### src/rtl/llsc_pkg.sv
package llsc_pkg;
  typedef enum logic [1:0] {
    OP_LOAD  = 2'd0,
    OP_STORE = 2'd1,
    OP_LL    = 2'd2,
    OP_SC    = 2'd3
  } reqOpE;

  typedef struct packed {
    logic loadTag;
  } resvCtrlT;
endpackage

### src/rtl/llsc_resv_dp.sv
module llsc_resv_dp #(
  parameter int ADDR_W     = 32,
  parameter int LINE_BYTES = 32
) (
  input  logic                  clk,
  input  logic                  rstN,
  input  llsc_pkg::resvCtrlT    ctrl,
  input  logic [ADDR_W-1:0]     reqAddr,
  input  logic [ADDR_W-1:0]     snoopAddr,
  input  logic [ADDR_W-1:0]     evictAddr,
  output logic                  reqHit,
  output logic                  snoopHit,
  output logic                  evictHit,
  output logic                  snoopOnReq,
  output logic                  evictOnReq
);
  localparam int OFFS_W = $clog2(LINE_BYTES);
  localparam int TAG_W  = ADDR_W - OFFS_W;

  logic [TAG_W-1:0] tagQ;
  logic [TAG_W-1:0] reqTag, snoopTag, evictTag;

  assign reqTag   = reqAddr[ADDR_W-1:OFFS_W];
  assign snoopTag = snoopAddr[ADDR_W-1:OFFS_W];
  assign evictTag = evictAddr[ADDR_W-1:OFFS_W];

  always_ff @(posedge clk) begin
    if (!rstN)             tagQ <= '0;
    else if (ctrl.loadTag) tagQ <= reqTag;
  end

  assign reqHit     = (reqTag == tagQ);
  assign snoopHit   = (snoopTag == tagQ);
  assign evictHit   = (evictTag == tagQ);
  assign snoopOnReq = (snoopTag == reqTag);
  assign evictOnReq = (evictTag == reqTag);

  // a loaded tag matches the same request address on the next cycle
  AST_TAG_LOADED: assert property (@(posedge clk) disable iff (!rstN)
    ctrl.loadTag |=> (tagQ == $past(reqTag)));
endmodule

### src/rtl/llsc_resv_ctrl.sv
module llsc_resv_ctrl (
  input  logic               clk,
  input  logic               rstN,
  input  logic               reqValid,
  input  logic [1:0]         reqOp,
  input  logic               lineOwned,
  input  logic               snoopValid,
  input  logic               snoopRfo,
  input  logic               evictValid,
  input  logic               clearResv,
  input  logic               reqHit,
  input  logic               snoopHit,
  input  logic               evictHit,
  input  logic               snoopOnReq,
  input  logic               evictOnReq,
  output llsc_pkg::resvCtrlT dpCtrl,
  output logic               wrEnable,
  output logic               scValid,
  output logic               scResult,
  output logic               busUpgrade,
  output logic               resvValid
);
  import llsc_pkg::*;

  reqOpE op;
  logic  isLoad, isStore, isLl, isSc;
  logic  killOld, killNew, scOk;
  logic  validQ, validD;

  assign op      = reqOpE'(reqOp);
  assign isLoad  = reqValid && (op == OP_LOAD);
  assign isStore = reqValid && (op == OP_STORE);
  assign isLl    = reqValid && (op == OP_LL);
  assign isSc    = reqValid && (op == OP_SC);

  // Clearing events against the held line, and against the line a load-linked targets
  assign killOld = clearResv || (snoopValid && snoopRfo && snoopHit)
                             || (evictValid && evictHit);
  assign killNew = clearResv || (snoopValid && snoopRfo && snoopOnReq)
                             || (evictValid && evictOnReq);

  assign scOk = isSc && validQ && reqHit && !killOld;

  always_comb begin
    if (isLl)      validD = !killNew;
    else if (isSc) validD = 1'b0;
    else           validD = validQ && !killOld;
  end

  always_ff @(posedge clk) begin
    if (!rstN) validQ <= 1'b0;
    else       validQ <= validD;
  end

  assign dpCtrl.loadTag = isLl;
  assign wrEnable   = isStore || scOk;
  assign scValid    = isSc;
  assign scResult   = scOk;
  assign busUpgrade = wrEnable && !lineOwned;
  assign resvValid  = validQ;

  AST_SC_NO_RESV: assert property (@(posedge clk) disable iff (!rstN)
    (isSc && !resvValid) |-> !scResult);
  AST_SC_CLEARS: assert property (@(posedge clk) disable iff (!rstN)
    isSc |=> !resvValid);
  AST_RFO_DROPS: assert property (@(posedge clk) disable iff (!rstN)
    (snoopValid && snoopRfo && snoopHit && !isLl) |=> !resvValid);
  AST_KILL_WINS: assert property (@(posedge clk) disable iff (!rstN)
    (isSc && killOld) |-> (!scResult && !wrEnable));
  AST_CLEAR_DROPS: assert property (@(posedge clk) disable iff (!rstN)
    clearResv |=> !resvValid);
  AST_PLAIN_KEEPS: assert property (@(posedge clk) disable iff (!rstN)
    ((isLoad || isStore) && !killOld) |=> $stable(resvValid));
  AST_OWNED_QUIET: assert property (@(posedge clk) disable iff (!rstN)
    (scResult && lineOwned) |-> !busUpgrade);
endmodule

### src/rtl/llsc_resv_monitor.sv
module llsc_resv_monitor #(
  parameter int ADDR_W     = 32,
  parameter int LINE_BYTES = 32
) (
  input  logic              clk,
  input  logic              rstN,
  input  logic              reqValid,
  input  logic [1:0]        reqOp,
  input  logic [ADDR_W-1:0] reqAddr,
  input  logic              lineOwned,
  input  logic              snoopValid,
  input  logic              snoopRfo,
  input  logic [ADDR_W-1:0] snoopAddr,
  input  logic              evictValid,
  input  logic [ADDR_W-1:0] evictAddr,
  input  logic              clearResv,
  output logic              wrEnable,
  output logic              scValid,
  output logic              scResult,
  output logic              busUpgrade,
  output logic              resvValid
);
  llsc_pkg::resvCtrlT dpCtrl;
  logic reqHit, snoopHit, evictHit, snoopOnReq, evictOnReq;

  llsc_resv_dp #(.ADDR_W(ADDR_W), .LINE_BYTES(LINE_BYTES)) i_dp (
    .clk(clk), .rstN(rstN), .ctrl(dpCtrl),
    .reqAddr(reqAddr), .snoopAddr(snoopAddr), .evictAddr(evictAddr),
    .reqHit(reqHit), .snoopHit(snoopHit), .evictHit(evictHit),
    .snoopOnReq(snoopOnReq), .evictOnReq(evictOnReq)
  );

  llsc_resv_ctrl i_ctrl (
    .clk(clk), .rstN(rstN), .reqValid(reqValid), .reqOp(reqOp),
    .lineOwned(lineOwned), .snoopValid(snoopValid), .snoopRfo(snoopRfo),
    .evictValid(evictValid), .clearResv(clearResv),
    .reqHit(reqHit), .snoopHit(snoopHit), .evictHit(evictHit),
    .snoopOnReq(snoopOnReq), .evictOnReq(evictOnReq),
    .dpCtrl(dpCtrl), .wrEnable(wrEnable), .scValid(scValid),
    .scResult(scResult), .busUpgrade(busUpgrade), .resvValid(resvValid)
  );
endmodule

### config.mk
export PLATFORM = sky130hd
export DESIGN_NAME = llsc_resv_monitor
export DESIGN_NICKNAME = d
export VERILOG_FILES = /design/src/rtl/llsc_pkg.sv /design/src/rtl/llsc_resv_dp.sv /design/src/rtl/llsc_resv_ctrl.sv /design/src/rtl/llsc_resv_monitor.sv
export SDC_FILE = /design/constraint.sdc
export NUM_CORES = 1
export LEC_CHECK = 0
export BUFFER_PORTS_ARGS = -buffer_cell sky130_fd_sc_hd__buf_2
export CORE_MARGIN = 2
export CORE_UTILIZATION = 45
export CTS_CLUSTER_SIZE = 25
export DETAILED_ROUTE_END_ITERATION = 7
export GPL_ROUTABILITY_DRIVEN = 0
export PLACE_DENSITY = 0.8
export SETUP_SLACK_MARGIN = 0.3
export SYNTH_ARGS = -nofsm -noshare
export SYNTH_HDL_FRONTEND = slang
export SYNTH_HIERARCHICAL = 1
export SYNTH_SLANG_ARGS = --single-unit
### constraint.sdc
create_clock -name clk -period 2.2 [get_ports clk]
set_input_delay 0.44 -clock clk [delete_from_list [all_inputs] [get_ports clk]]
set_output_delay 0.44 -clock clk [all_outputs]
set_load 0.1 [all_outputs]
# Word-level counts from Yosys, hierarchy flattened
# Index checks and enable logic that the tools add are counted.
[classes]
n_addsub = 0
div = 0
bitwise = 0
order_cmp = 0
reduce_logical = 21
n_eq_ne = 8
n_shift = 0
mul = 0
n_mux = 2
[op_table]
columns = ["operator", "count"]
rows = [
  ["27-bit == test", 5],
  ["1-bit logical AND", 13],
  ["1-bit logical OR", 5],
  ["2-bit == test, second input constant", 2],
  ["1-bit logical NOT", 3],
  ["2-bit by 1-bit == test with 1-bit output, second input constant", 1],
  ["1-bit 2-to-1 mux", 2],
]
[word_totals]
output_inout_bits = 5
input_bits = 106
wordCells = 33
rom_bits = 0
reg_bits = 28
ramBits = 0
memories = 0
latch_bits = 0

# Logic depth before layout (Yosys ltp)
[depth]
word_depth = 8
depth_mapped = 7
depth_no_buf = 7

# By module
# The synthesis kept the hierarchy.
[modules_own_cells]
columns = ["module", "instances", "cells_per_inst", "seq_area_each_um2", "area_per_inst_um2"]
rows = [
  ["llsc_resv_dp", 1, 266, 540.5, 2484.9],
  ["llsc_resv_ctrl", 1, 17, 20.0, 137.6],
]

# Least setup slack after synthesis
# OpenSTA, ideal clock, no wires.
[synth_timing]
path_type = "input-to-output"
start = "in reqAddr[17]"
end = "out busUpgrade"
t_required_ns = 1.760
stages = 6
arrival_time_ns = 3.577
setup_slack_ns = -1.817
n_path_buf = 0
path_cell_list = "xor2_1 -> nor4_1 -> nand4_1 -> nor4_1 -> nand4_1 -> a211oi_1"
[synth_between]
elab_chain_len = 5
[synth_lines]
columns = ["item", "line", "source"]
rows = [
  ["start, declared", "llsc_resv_monitor.sv:9", "input logic [ADDR_W-1:0] reqAddr,"],
  ["27-bit == test", "llsc_resv_dp.sv:32", "assign reqHit = (reqTag == tagQ);"],
  ["via reqHit", "llsc_resv_monitor.sv:24", "logic reqHit, snoopHit, evictHit, snoopOnReq, evictOnReq;"],
  ["1-bit logical AND (2 in a row)", "llsc_resv_ctrl.sv:42", "assign scOk = isSc && validQ && reqHit && !killOld;"],
  ["1-bit logical OR", "llsc_resv_ctrl.sv:56", "assign wrEnable = isStore || scOk;"],
  ["1-bit logical AND", "llsc_resv_ctrl.sv:59", "assign busUpgrade = wrEnable && !lineOwned;"],
  ["end, declared", "llsc_resv_monitor.sv:20", "output logic busUpgrade,"],
]
# The timed path passes the listed nets, and every way through them passes these cells.

# Worst setup path in the final report
[layout_timing]
start = "reg i_dp.tagQ[12]"
end = "out busUpgrade"
[layout_between]
elab_cells_between_ends = 12
classes_between = "eq/ne (3); reduce/logical (9)"
[layout_rtl]
columns = ["item", "line", "source"]
rows = [
  ["start, declared", "llsc_resv_dp.sv:20", "logic [TAG_W-1:0] tagQ;"],
  ["start signal, assigned", "llsc_resv_dp.sv:29", "else if (ctrl.loadTag) tagQ <= reqTag;"],
  ["27-bit == test", "llsc_resv_dp.sv:32", ""],
  ["via reqHit", "llsc_resv_monitor.sv:24", ""],
  ["1-bit logical AND (2 in a row)", "llsc_resv_ctrl.sv:42", ""],
  ["1-bit logical OR", "llsc_resv_ctrl.sv:56", ""],
  ["1-bit logical AND", "llsc_resv_ctrl.sv:59", ""],
]
# The timed path passes the listed nets, and every way through them passes these cells.

==> results.ini <==
[setup_path]
path_class = reg -> out
crit_start = i_dp/tagQ[12]
cp-start-kind = flop
cp_data_required_time_ns = 1.76
cp-end-kind = output pin
r2r_slack_ns = -0.02
r2r_start = i_dp/tagQ[10]
cp_max_fo = 2
setup.worst_path.end = busUpgrade
worstRegToRegCells = 9
rr_endpoint = i_ctrl/resvValid
cp_data_arrival_time_ns = 2.49

[global_route]
groute.usage.overall = 0.283
antenna_found_initial = 0
grt_max_degree = 29
grt_pass1_vias = 2998
grt_pass1_wl_um = 14100
grt_overflow = 0

[sta]
report.final.slew_viol_count = 0
tightest_slew_ns = 0.485
relSlewSlack = 0.679
finClkSkew_ns = 0.00511
grt_setup_unrepaired = true
setup_viol = 4
final_hold_viol_count = 0
post-route-period-util = 1.33
finalWorstSetupSlack_ns = -0.727
setup_tns_ns = -2.15
clock.fmax_ghz = 0.342
hold_ws_ns = 0.477
fin_crit_ns = 2.93

[yosys]
synth-edff-count = 0
synth_cell_types = 21
synthArstFlopShare = 0
yosys_most_used_dff = dfxtp_1
avgSynthCellArea_um2 = 9.27
ys.warnings.count = 6
syn-instance-count = 283
synth_nets = 389
ys_seq_area_frac = 0.214
synthTopCellsByArea = xor2_1 (27%), dfxtp_1 (21%), xnor2_1 (18%), mux2i_1 (10%), nor2b_1 (6.7%)
yosysMostFrequentCell = xor2_1
ys_seq_elements = 28
synth_top_area_frac = 0.267
synth.top_cells.by_count = xor2_1 (80), xnor2_1 (55), dfxtp_1 (28), nor2b_1 (28), mux2i_1 (27)
synth_largest_area_cell = xor2_1
netlist_area_um2 = 2620

[die]
die_area_um2 = 6450
ios = 111
core_um2 = 5570
dieWidth_um = 80.3
die_h_um = 80.3
num_rows = 27
start_util = 0.470

[detailed_routing]
ant_nets = 0
drtPass1Iterations = 5
viasPerCell = 5.24
drt_iter0_drc = 159
vias = 2870
drc = 0
wirelength_um = 9420
wl_per_cell_um = 17.2

[place]
port_buffers = 95
post-dp-hpwl_um = 6980
dpl-instance-area_um2 = 3950
placed_cells_incl_taps = 541
dpl_worst_slack_ns = -0.731

[run]
drv_cap = 0

[cells_and_area]
drive_gt1_frac = 0.485
regArea_um2 = 571
fin_cells = 548
fill_cells = 386
area_delta_synth_final_pct = 59.7
num-nets-final = 583
finalCoreUtilization = 0.751
multi_input_area_um2 = 2160
final_area_um2 = 4190
antenna_cells = 0

[cts]
clk_path_buf_depth = 2
cts_sinks = 28
cts_tree = yes
cts_made_buffers = 3
insertion_delay_ns = 0.29
cts-root-buf = clkbuf_8
clk_pin_slew_ns = 0.11
hold_buffers = 0
cts_max_level = 1

[min_path]
min_from = snoopRfo
holdCritPathClass = in -> reg

[power]
vdd_drop_max_mv = 0.370
total_leakage_power_nw = 1.86
pwr_density_cell_nw_per_um2 = 385
total_power_mw = 1.61

[run_status]
violations = negative setup slack
status = finished with violations

critical path, stage by stage (launching register included):
cell	delay, ns
dfxtp_2	0.34
buf_6	0.11
xor2_2	0.15
nor4_2	0.34
nand4_1	0.20
nor4_2	0.17
buf_4	0.15
nand4_1	0.19
a211oi_4	0.33
buf_12	0.21
worst min path at each step:
stage	to	slack [ns]	cells after the start
finish	i_ctrl/resvValid	0.48	3
global route	i_ctrl/resvValid	0.49	3
CTS	i_ctrl/resvValid	0.47	3
detailed placement	i_dp/tagQ[10]	0.58	2
global placement	i_dp/tagQ[15]	0.57	2
floorplan	i_dp/tagQ[24]	0.55	2
cells in the final DEF, fill, tap and decap left out, drive strengths merged:
cell type  count
nand2b         1
clkbuf         3
bufinv         1
dfxtp         28
xnor2         55
a2111oi        1
nor4          25
and3           3
nor2b         28
a32o           1
nand2          3
nor2           1
mux2i         27
buf          194
xor2          80
a21oi          1
a211oi         1
nand4         16
nand3          7
final cells by class:
cell class | instances | share of cell area
Clock inverter | 1 | 0.00717
Tap cell | 72 | 0.0215
Sequential cell | 28 | 0.136
Clock buffer | 3 | 0.00986
Timing Repair Buffer | 194 | 0.308
Multi-Input combinational cell | 250 | 0.517
layer usage:
layer  share of wire  track usage  up-vias
li1                -            -     1361
met1            0.39        0.326     1356
met2            0.51        0.506      125
met3           0.061       0.0449       28
met4           0.034        0.137        0
met5               0            0        -
state kept, by name (all words and copies together), names as in the netlist:
| register | flops |
|---|---|
| i_dp/tagQ | 27 |
| i_ctrl/resvValid | 1 |
kinds of logic after synthesis:
kind of cell	Yosys count	share of synthesized area
AO/OA/AOI/OAI	4	0.0196
buffers and inverters	5	0.00859
AND/OR/NAND/NOR	84	0.204
XOR/XNOR	135	0.451
multiplexers	27	0.103
flip-flops	28	0.214
power breakdown:
| part | total, mW | switching [mW] | internal [mW] | leakage (nW) |
|---|---|---|---|---|
| Sequential | 0.544 | 0.0204 | 0.524 | 0.231 |
| Clock | 0.437 | 0.192 | 0.245 | 0.0357 |
| Combinational | 0.632 | 0.309 | 0.324 | 1.59 |
repair_timing:
item | CTS | global route
pin swaps | 7 | 9
setup buffers | 2 | 1
resized for setup | 15 | 16
endpoints found under the hold margin | 0 | 0
endpoints found under the setup margin | 4 | 4
(Power assumes the default switching activity.)
